File: src/rtl/pkf_pkg.sv
package pkf_pkg;

    typedef enum logic {
        PH_LOW  = 1'b0,
        PH_HIGH = 1'b1
    } pack_phase_t;

    typedef struct packed {
        logic empty;
        logic full;
        logic half;
        logic afull;
    } flags_t;

endpackage

File: src/rtl/pkf_packer.sv
module pkf_packer
    import pkf_pkg::*;
#(
    parameter int HW = 16
) (
    input  logic            clk,
    input  logic            rst,
    input  logic            wr_en,
    input  logic            blocked,
    input  logic [HW-1:0]   wr_data,
    output logic            push,
    output logic [2*HW-1:0] push_word
);
    pack_phase_t phase;
    logic [HW-1:0] low_half;
    logic          take;

    assign take      = wr_en && !blocked;
    assign push      = take && (phase == PH_HIGH);
    assign push_word = {wr_data, low_half};

    always_ff @(posedge clk) begin
        if (rst) begin
            phase    <= PH_LOW;
            low_half <= '0;
        end else if (take) begin
            if (phase == PH_LOW) begin
                low_half <= wr_data;
                phase    <= PH_HIGH;
            end else begin
                phase    <= PH_LOW;
            end
        end
    end
endmodule

File: src/rtl/pkf_store.sv
module pkf_store #(
    parameter int W  = 32,
    parameter int AW = 4
) (
    input  logic          clk,
    input  logic          rst,
    input  logic          push,
    input  logic [W-1:0]  push_word,
    input  logic          pop,
    input  logic          rt_mark,
    input  logic          rt_go,
    output logic [W-1:0]  rd_data,
    output logic [AW:0]   level
);
    localparam int DEPTH = 1 << AW;

    logic [W-1:0] mem [DEPTH];
    logic [AW:0]  wp;
    logic [AW:0]  rp;
    logic [AW:0]  mark;

    always_ff @(posedge clk) begin
        if (push) begin
            mem[wp[AW-1:0]] <= push_word;
        end
    end

    always_ff @(posedge clk) begin
        if (rst) begin
            wp      <= '0;
            rp      <= '0;
            mark    <= '0;
            rd_data <= '0;
        end else begin
            if (push) begin
                wp <= wp + 1'b1;
            end
            if (rt_go) begin
                rp <= mark;
            end else begin
                if (pop) begin
                    rd_data <= mem[rp[AW-1:0]];
                    rp      <= rp + 1'b1;
                end
                if (rt_mark) begin
                    mark <= rp;
                end
            end
        end
    end

    assign level = wp - rp;
endmodule

File: src/rtl/pkf_flags.sv
module pkf_flags
    import pkf_pkg::*;
#(
    parameter int AW = 4
) (
    input  logic [AW:0] level,
    input  logic [AW:0] thr,
    output flags_t      fl
);
    localparam int DEPTH = 1 << AW;
    localparam logic [AW:0] LVL_FULL = (AW+1)'(DEPTH);
    localparam logic [AW:0] LVL_HALF = (AW+1)'(DEPTH / 2);

    always_comb begin
        fl.empty = (level == '0);
        fl.full  = (level == LVL_FULL);
        fl.half  = (level >= LVL_HALF);
        fl.afull = (level >= thr);
    end
endmodule

File: src/rtl/pkf_top.sv
module pkf_top
    import pkf_pkg::*;
#(
    parameter int HALF_W = 16,
    parameter int DEPTH  = 16
) (
    input  logic                        clk,
    input  logic                        rst,
    input  logic                        thr_ld,
    input  logic [$clog2(DEPTH):0]      thr_in,
    input  logic                        wr_en,
    input  logic [HALF_W-1:0]           wr_data,
    input  logic                        rd_n,
    output logic [2*HALF_W-1:0]         rd_data,
    input  logic                        rt_mark,
    input  logic                        rt_go,
    output logic                        empty,
    output logic                        full,
    output logic                        half_full,
    output logic                        almost_full,
    output logic                        ovf_err,
    output logic                        udf_err
);
    localparam int AW     = $clog2(DEPTH);
    localparam int FULL_W = 2 * HALF_W;
    localparam logic [AW:0] THR_DEFAULT = (AW+1)'(DEPTH / 2);

    flags_t             fl;
    logic [AW:0]        level;
    logic [AW:0]        thr;
    logic               push;
    logic [FULL_W-1:0]  push_word;
    logic               rd_req;
    logic               pop;

    assign rd_req = !rd_n && !rt_go;
    assign pop    = rd_req && !fl.empty;

    pkf_packer #(.HW(HALF_W)) u_pack (
        .clk       (clk),
        .rst       (rst),
        .wr_en     (wr_en),
        .blocked   (fl.full),
        .wr_data   (wr_data),
        .push      (push),
        .push_word (push_word)
    );

    pkf_store #(.W(FULL_W), .AW(AW)) u_store (
        .clk       (clk),
        .rst       (rst),
        .push      (push),
        .push_word (push_word),
        .pop       (pop),
        .rt_mark   (rt_mark),
        .rt_go     (rt_go),
        .rd_data   (rd_data),
        .level     (level)
    );

    pkf_flags #(.AW(AW)) u_flags (
        .level (level),
        .thr   (thr),
        .fl    (fl)
    );

    always_ff @(posedge clk) begin
        if (rst) begin
            thr     <= thr_ld ? thr_in : THR_DEFAULT;
            ovf_err <= 1'b0;
            udf_err <= 1'b0;
        end else begin
            if (wr_en && fl.full) begin
                ovf_err <= 1'b1;
            end
            if (rd_req && fl.empty) begin
                udf_err <= 1'b1;
            end
        end
    end

    assign empty       = fl.empty;
    assign full        = fl.full;
    assign half_full   = fl.half;
    assign almost_full = fl.afull;
endmodule

File: config.mk
export PLATFORM = sky130hd
export DESIGN_NAME = pkf_top
export DESIGN_NICKNAME = d
export VERILOG_FILES = /design/src/rtl/pkf_pkg.sv /design/src/rtl/pkf_packer.sv /design/src/rtl/pkf_store.sv /design/src/rtl/pkf_flags.sv /design/src/rtl/pkf_top.sv
export SDC_FILE = /design/constraint.sdc
export NUM_CORES = 1
export LEC_CHECK = 0
export ABC_CLOCK_PERIOD_IN_PS = 9350
export CAP_MARGIN = 20
export CORE_MARGIN = 1.5
export CORE_UTILIZATION = 55
export DETAILED_ROUTE_END_ITERATION = 8
export DONT_BUFFER_PORTS = 1
export MAX_ROUTING_LAYER = met4
export PLACE_DENSITY_LB_ADDON = 0.05
export RECOVER_POWER = 100
export SLEW_MARGIN = 10
export SYNTH_ARGS = -nofsm -noshare
export SYNTH_HDL_FRONTEND = slang
export SYNTH_HIERARCHICAL = 1
export SYNTH_SLANG_ARGS = --single-unit
File: constraint.sdc
create_clock -name clk -period 9.35 [get_ports clk]
set_input_delay 2.805 -clock clk [delete_from_list [all_inputs] [get_ports clk]]
set_output_delay 2.805 -clock clk [all_outputs]
set_load 0.1 [all_outputs]
# Yosys cells after proc, flatten, opt, wreduce, memory -nomap -nowiden
# Memories as Yosys holds them, arrays and structs flattened. A register that Yosys moved wholly into a read port is not among the register bits.
# Index checks and enable logic that the tools add are counted.
[classes]
n_addsub = 3
magnitude_cmp = 2
n_eq_ne = 1
mux = 5
bitwise = 2
reduce_logical = 15
[ops]
columns = ["operator", "n"]
rows = [
  ["5-bit by 1-bit adder with 5-bit output (second input constant)", 2],
  ["5-bit two-way mux", 2],
  ["1-bit logical AND", 6],
  ["2-bit AND reduction", 3],
  ["5-bit equality test (second input constant)", 1],
  ["5-bit by 4-bit greater-or-equal comparator with 1-bit output (second input constant)", 1],
  ["5-bit greater-or-equal comparator", 1],
  ["5-bit logical NOT", 1],
  ["5-bit subtractor", 1],
  ["1-bit logical NOT", 4],
  ["1-bit two-way mux", 3],
  ["1-bit inverter", 2],
  ["2-bit nonzero test", 1],
]
[word_totals]
reg_bits = 39
mem_bits_rw = 512
inputBits = 28
out_inout_bits = 38
wordCells = 37
mem_count = 1
[memory_table]
columns = ["memory", "words", "width", "read_ports", "rd_ports_with_merged_regs", "wr", "line_no", "source"]
rows = [
  ["u_store.mem", 16, 32, 1, 1, 1, "pkf_store.sv:17", "logic [W-1:0] mem [DEPTH];"],
]

# Logic depth before layout (Yosys ltp)
[depth]
depth_word = 7
depth_mapped = 18

# Modules after synthesis
# The synthesis kept the hierarchy.
[modules_own_cells]
columns = ["module", "instances", "cells_per_inst", "area_per_inst_um2"]
rows = [
  ["pkf_store", 1, 1055, 21335.5],
  ["pkf_packer", 1, 92, 748.2],
  ["pkf_top", 1, 18, 252.7],
  ["pkf_flags", 1, 20, 148.9],
]

# Worst setup path before layout
# Ideal clock, no wire load.
[synth_timing]
path_type = "flip-flop to output port"
from = "register u_store.rp[1]"
to = "output almost_full"
arrival_ns = 4.276
required_ns = 6.545
slack_ns = 2.269
stages_incl_launch_ff = 12
cell_sequence = "dfxtp_1 -> buf_4 -> buf_4 -> buf_2 -> inv_1 -> fa_1 -> a21o_1 -> a21oi_1 -> xnor2_1 -> ha_1 -> nand2_1 -> o21ai_0"
[synth_between]
elab_chain_cells = 2
[synth_lines]
columns = ["item", "line_no", "source"]
rows = [
  ["start: declaration", "pkf_store.sv:19", "logic [AW:0] rp;"],
  ["start signal: assignment", "pkf_store.sv:39", "rp <= mark;"],
  ["start signal: assignment", "pkf_store.sv:43", "rp <= rp + 1'b1;"],
  ["5-bit subtractor", "pkf_store.sv:52", "assign level = wp - rp;"],
  ["via level[4]", "pkf_top.sv:29", "logic [AW:0] level;"],
  ["5-bit greater-or-equal comparator", "pkf_flags.sv:18", "fl.afull = (level >= thr);"],
  ["end: declaration", "pkf_top.sv:20", "output logic almost_full,"],
]
# The timed path passes the listed nets, and every way through them passes these cells.

# Worst setup path after layout
[layout_timing]
from = "register u_store.rp[2]"
to = "output empty"
[layout_between]
elab_chain_cells = 2
[layout_lines]
columns = ["item", "line_no", "source"]
rows = [
  ["5-bit subtractor", "pkf_store.sv:52", ""],
  ["via level[4]", "pkf_top.sv:29", ""],
  ["5-bit logical NOT", "pkf_flags.sv:15", "fl.empty = (level == '0);"],
  ["end: declaration", "pkf_top.sv:17", "output logic empty,"],
]
# The timed path passes the listed nets, and every way through them passes these cells.

==> results.cfg <==
[clock_tree]
htreeDepth = 2
cts_buffers = 58
clk_pin_slew_ns = 0.06
root_buffer = clkbuf_16
post_cts_buffers = 0
clk_path_buf_depth = 3
clk_latency_ns = 0.62
cts_tree = built
cts.repair.resized = 0
cts_hold_buf = 0
cts.sinks = 583

[status]
violations = max-capacitance violations, max-slew violations
outcome = complete, but fails checks

[timing]
fin_crit_sh = 0.871
setup_tns_ns = 0
timing.fmax_mhz = 123
drv_slew = 449
slew_headroom = -0.812
timing.final.hold_violations = 0
holdWs_ns = 0.493
worst_pin_slew_ns = 2.72
rsz0062_at_grt = false
fin_skew_ns = 0.0192
setup_violations = 0
fin_crit_ns = 8.14

[routing]
postRouteAntennaNets = 0
first_pass_iters = 5
drc = 0
wl_per_cell_um = 27.7
drt-total-wl_mm = 48.8
vias = 10800
viasPerCell = 6.10
drtIter0Drc = 845

[place]
routabilityCongestion = 0.753
port_buffers = 0
dp_hpwl_mm = 25.9

[critical_path]
cpPeakStageDelay_ns = 1.66
start_kind = flop
critPathKind = flop to output port
worst-path-buf-inv = 1
cp.required_ns = 6.55
worstPathCellList = inv_1 > ha_1 > a21o_1 > a21oi_1 > xnor2_1 > or2_0 > nor2_1
crit_family = simple AND/OR/NAND/NOR gates
critical_path_arrival_ns = 5.34
cp_max_fo = 43
crit_slowest_cell = nor2_1
end_kind = output port

[logic_synthesis]
postSynthCellCount = 1185
synth_edf_count = 517
yosysTopAreaCell = edfxtp_1
async_reset_ff_frac = 0
yosys.area.top_type_share = 0.690
syn_nets = 1228
ys.flop_type = edfxtp_1
yosys_warnings = 6
yosysUniqueCellTypes = 49
synthTopCellsByArea = edfxtp_1, mux4_2, dfxtp_1
ys_seq_area_frac = 0.749
syn_area_um2 = 22500
synth.avg_cell_area_um2 = 19.0
synth-seq-cells = 583

[finish]
post-route-util = 0.619
layout_commonest_cell = edfxtp_1
drive_above_1_share = 0.174
antenna_cells = 0
layout_common_cells = edfxtp_1, mux4_2, dfxtp_1, mux2i_1, clkbuf_16
nNetsFinal = 1234
syn_to_final_growth_pct = 10.1
nFillCells = 2836

[die]
ioPinCount = 66
die_h_um = 205
dieArea_um2 = 42100
core_um2 = 40000
die_w_um = 205
start_util = 0.562
fp-row-count = 73

[power]
p_leak_nw = 7.63
ir_worst_vdd_mv = 0.178
power_density_nw_per_um2 = 218

[global_route]
grtUsageTotal = 0.249
grt_start_max_net_pins = 88
grt_pass1_vias = 11100
grt_overflow = 0
grt_pass1_wl_mm = 72.4
antenna_found_initial = 0

[worst_hold_path]
min_path_type = flop to flop

[run]
maxCapViolCount = 21
## stage by stage
stage,area (um^2),setup slack (ns),instances,power (mW)
after global placement,22800,2.53,1651,3.09
after detailed placement,22900,2.44,1653,3.09
after floorplan,22500,2.27,1185,3.08
after global routing,24700,1.03,1766,5.56
after CTS,24800,1.77,1763,5.45
final,24700,1.21,1766,5.40
## sequential cells by signal, indices dropped and copies added (netlist names)
signal	count
ovf_err	1
thr	5
u_pack/low_half	16
u_pack/phase	1
u_store/mark	5
u_store/mem	512
u_store/rd_data	32
u_store/rp	5
u_store/wp	5
udf_err	1
## final timing paths
kind	cells past startpoint	startpoint	slack, ns	end
setup / recovery	7	u_store/rp[2]	1.21	empty
hold / removal	2	u_store/mark[0]	0.49	u_store/rp[0]
setup reg to reg	11	u_store/rp[2]	2.00	u_store/mem[15][21]
hold reg to reg	2	u_store/mark[0]	0.49	u_store/rp[0]
## where the power goes
| group | internal [mW] | switching, mW | total (mW) |
|---|---|---|---|
| registers | 2.86 | 0.0736 | 2.93 |
| logic | 0.0401 | 0.0636 | 0.104 |
| clock network | 1.41 | 0.958 | 2.37 |
## metal layers
layer | track usage | vias up | wire length, um
met5 | - | - | 0
met4 | 0.0628 | 0 | 1020
met3 | 0.0466 | 74 | 2530
met2 | 0.410 | 266 | 24400
met1 | 0.323 | 5668 | 20900
li1 | - | 4764 | -
## logic make-up (layout without fill, tap and decap cells)
family / after synthesis / after routing / synth area share
AOI/OAI and AO/OA: 132 / 132 / 0.0389
xor gates and xnor gates: 12 / 12 / 0.00467
adders and majority gates: 15 / 15 / 0.00868
buffers and inverters: 96 / 152 / 0.0273
DFF: 583 / 583 / 0.749
muxes: 164 / 164 / 0.129
and+or+nand+nor: 183 / 183 / 0.0420
## cells in the mapped netlist, types with 10 or more instances
| library cell | count |
|---|---|
| a21oi_1 | 35 |
| nand2_1 | 39 |
| ha_1 | 14 |
| o22ai_1 | 19 |
| mux2i_1 | 63 |
| a221oi_1 | 12 |
| inv_1 | 15 |
| nor4_1 | 19 |
| a211oi_1 | 31 |
| buf_2 | 17 |
| nor2_1 | 52 |
| edfxtp_1 | 517 |
| and2_1 | 39 |
| buf_4 | 26 |
| o21ai_1 | 11 |
| clkbuf_1 | 23 |
| dfxtp_1 | 66 |
| o221ai_1 | 12 |
| buf_6 | 10 |
| mux4_2 | 101 |
## layout make-up
class	instances	area, um^2	area share
Clock inverter	34	355	0.0144
Clock buffer	76	1620	0.0655
Timing Repair Buffer	27	168	0.00677
Tap cell	525	657	0.0265
Inverter	15	56.3	0.00228
Sequential cell	583	16900	0.681
Multi-Input combinational cell	506	5030	0.203
## tightest hold or removal path, stage by stage (launching register included)
cell     delay (ns)
dfxtp_1        0.33
a21oi_1        0.06
nor2_1         0.07
Power figures use the tool's default switching activity.
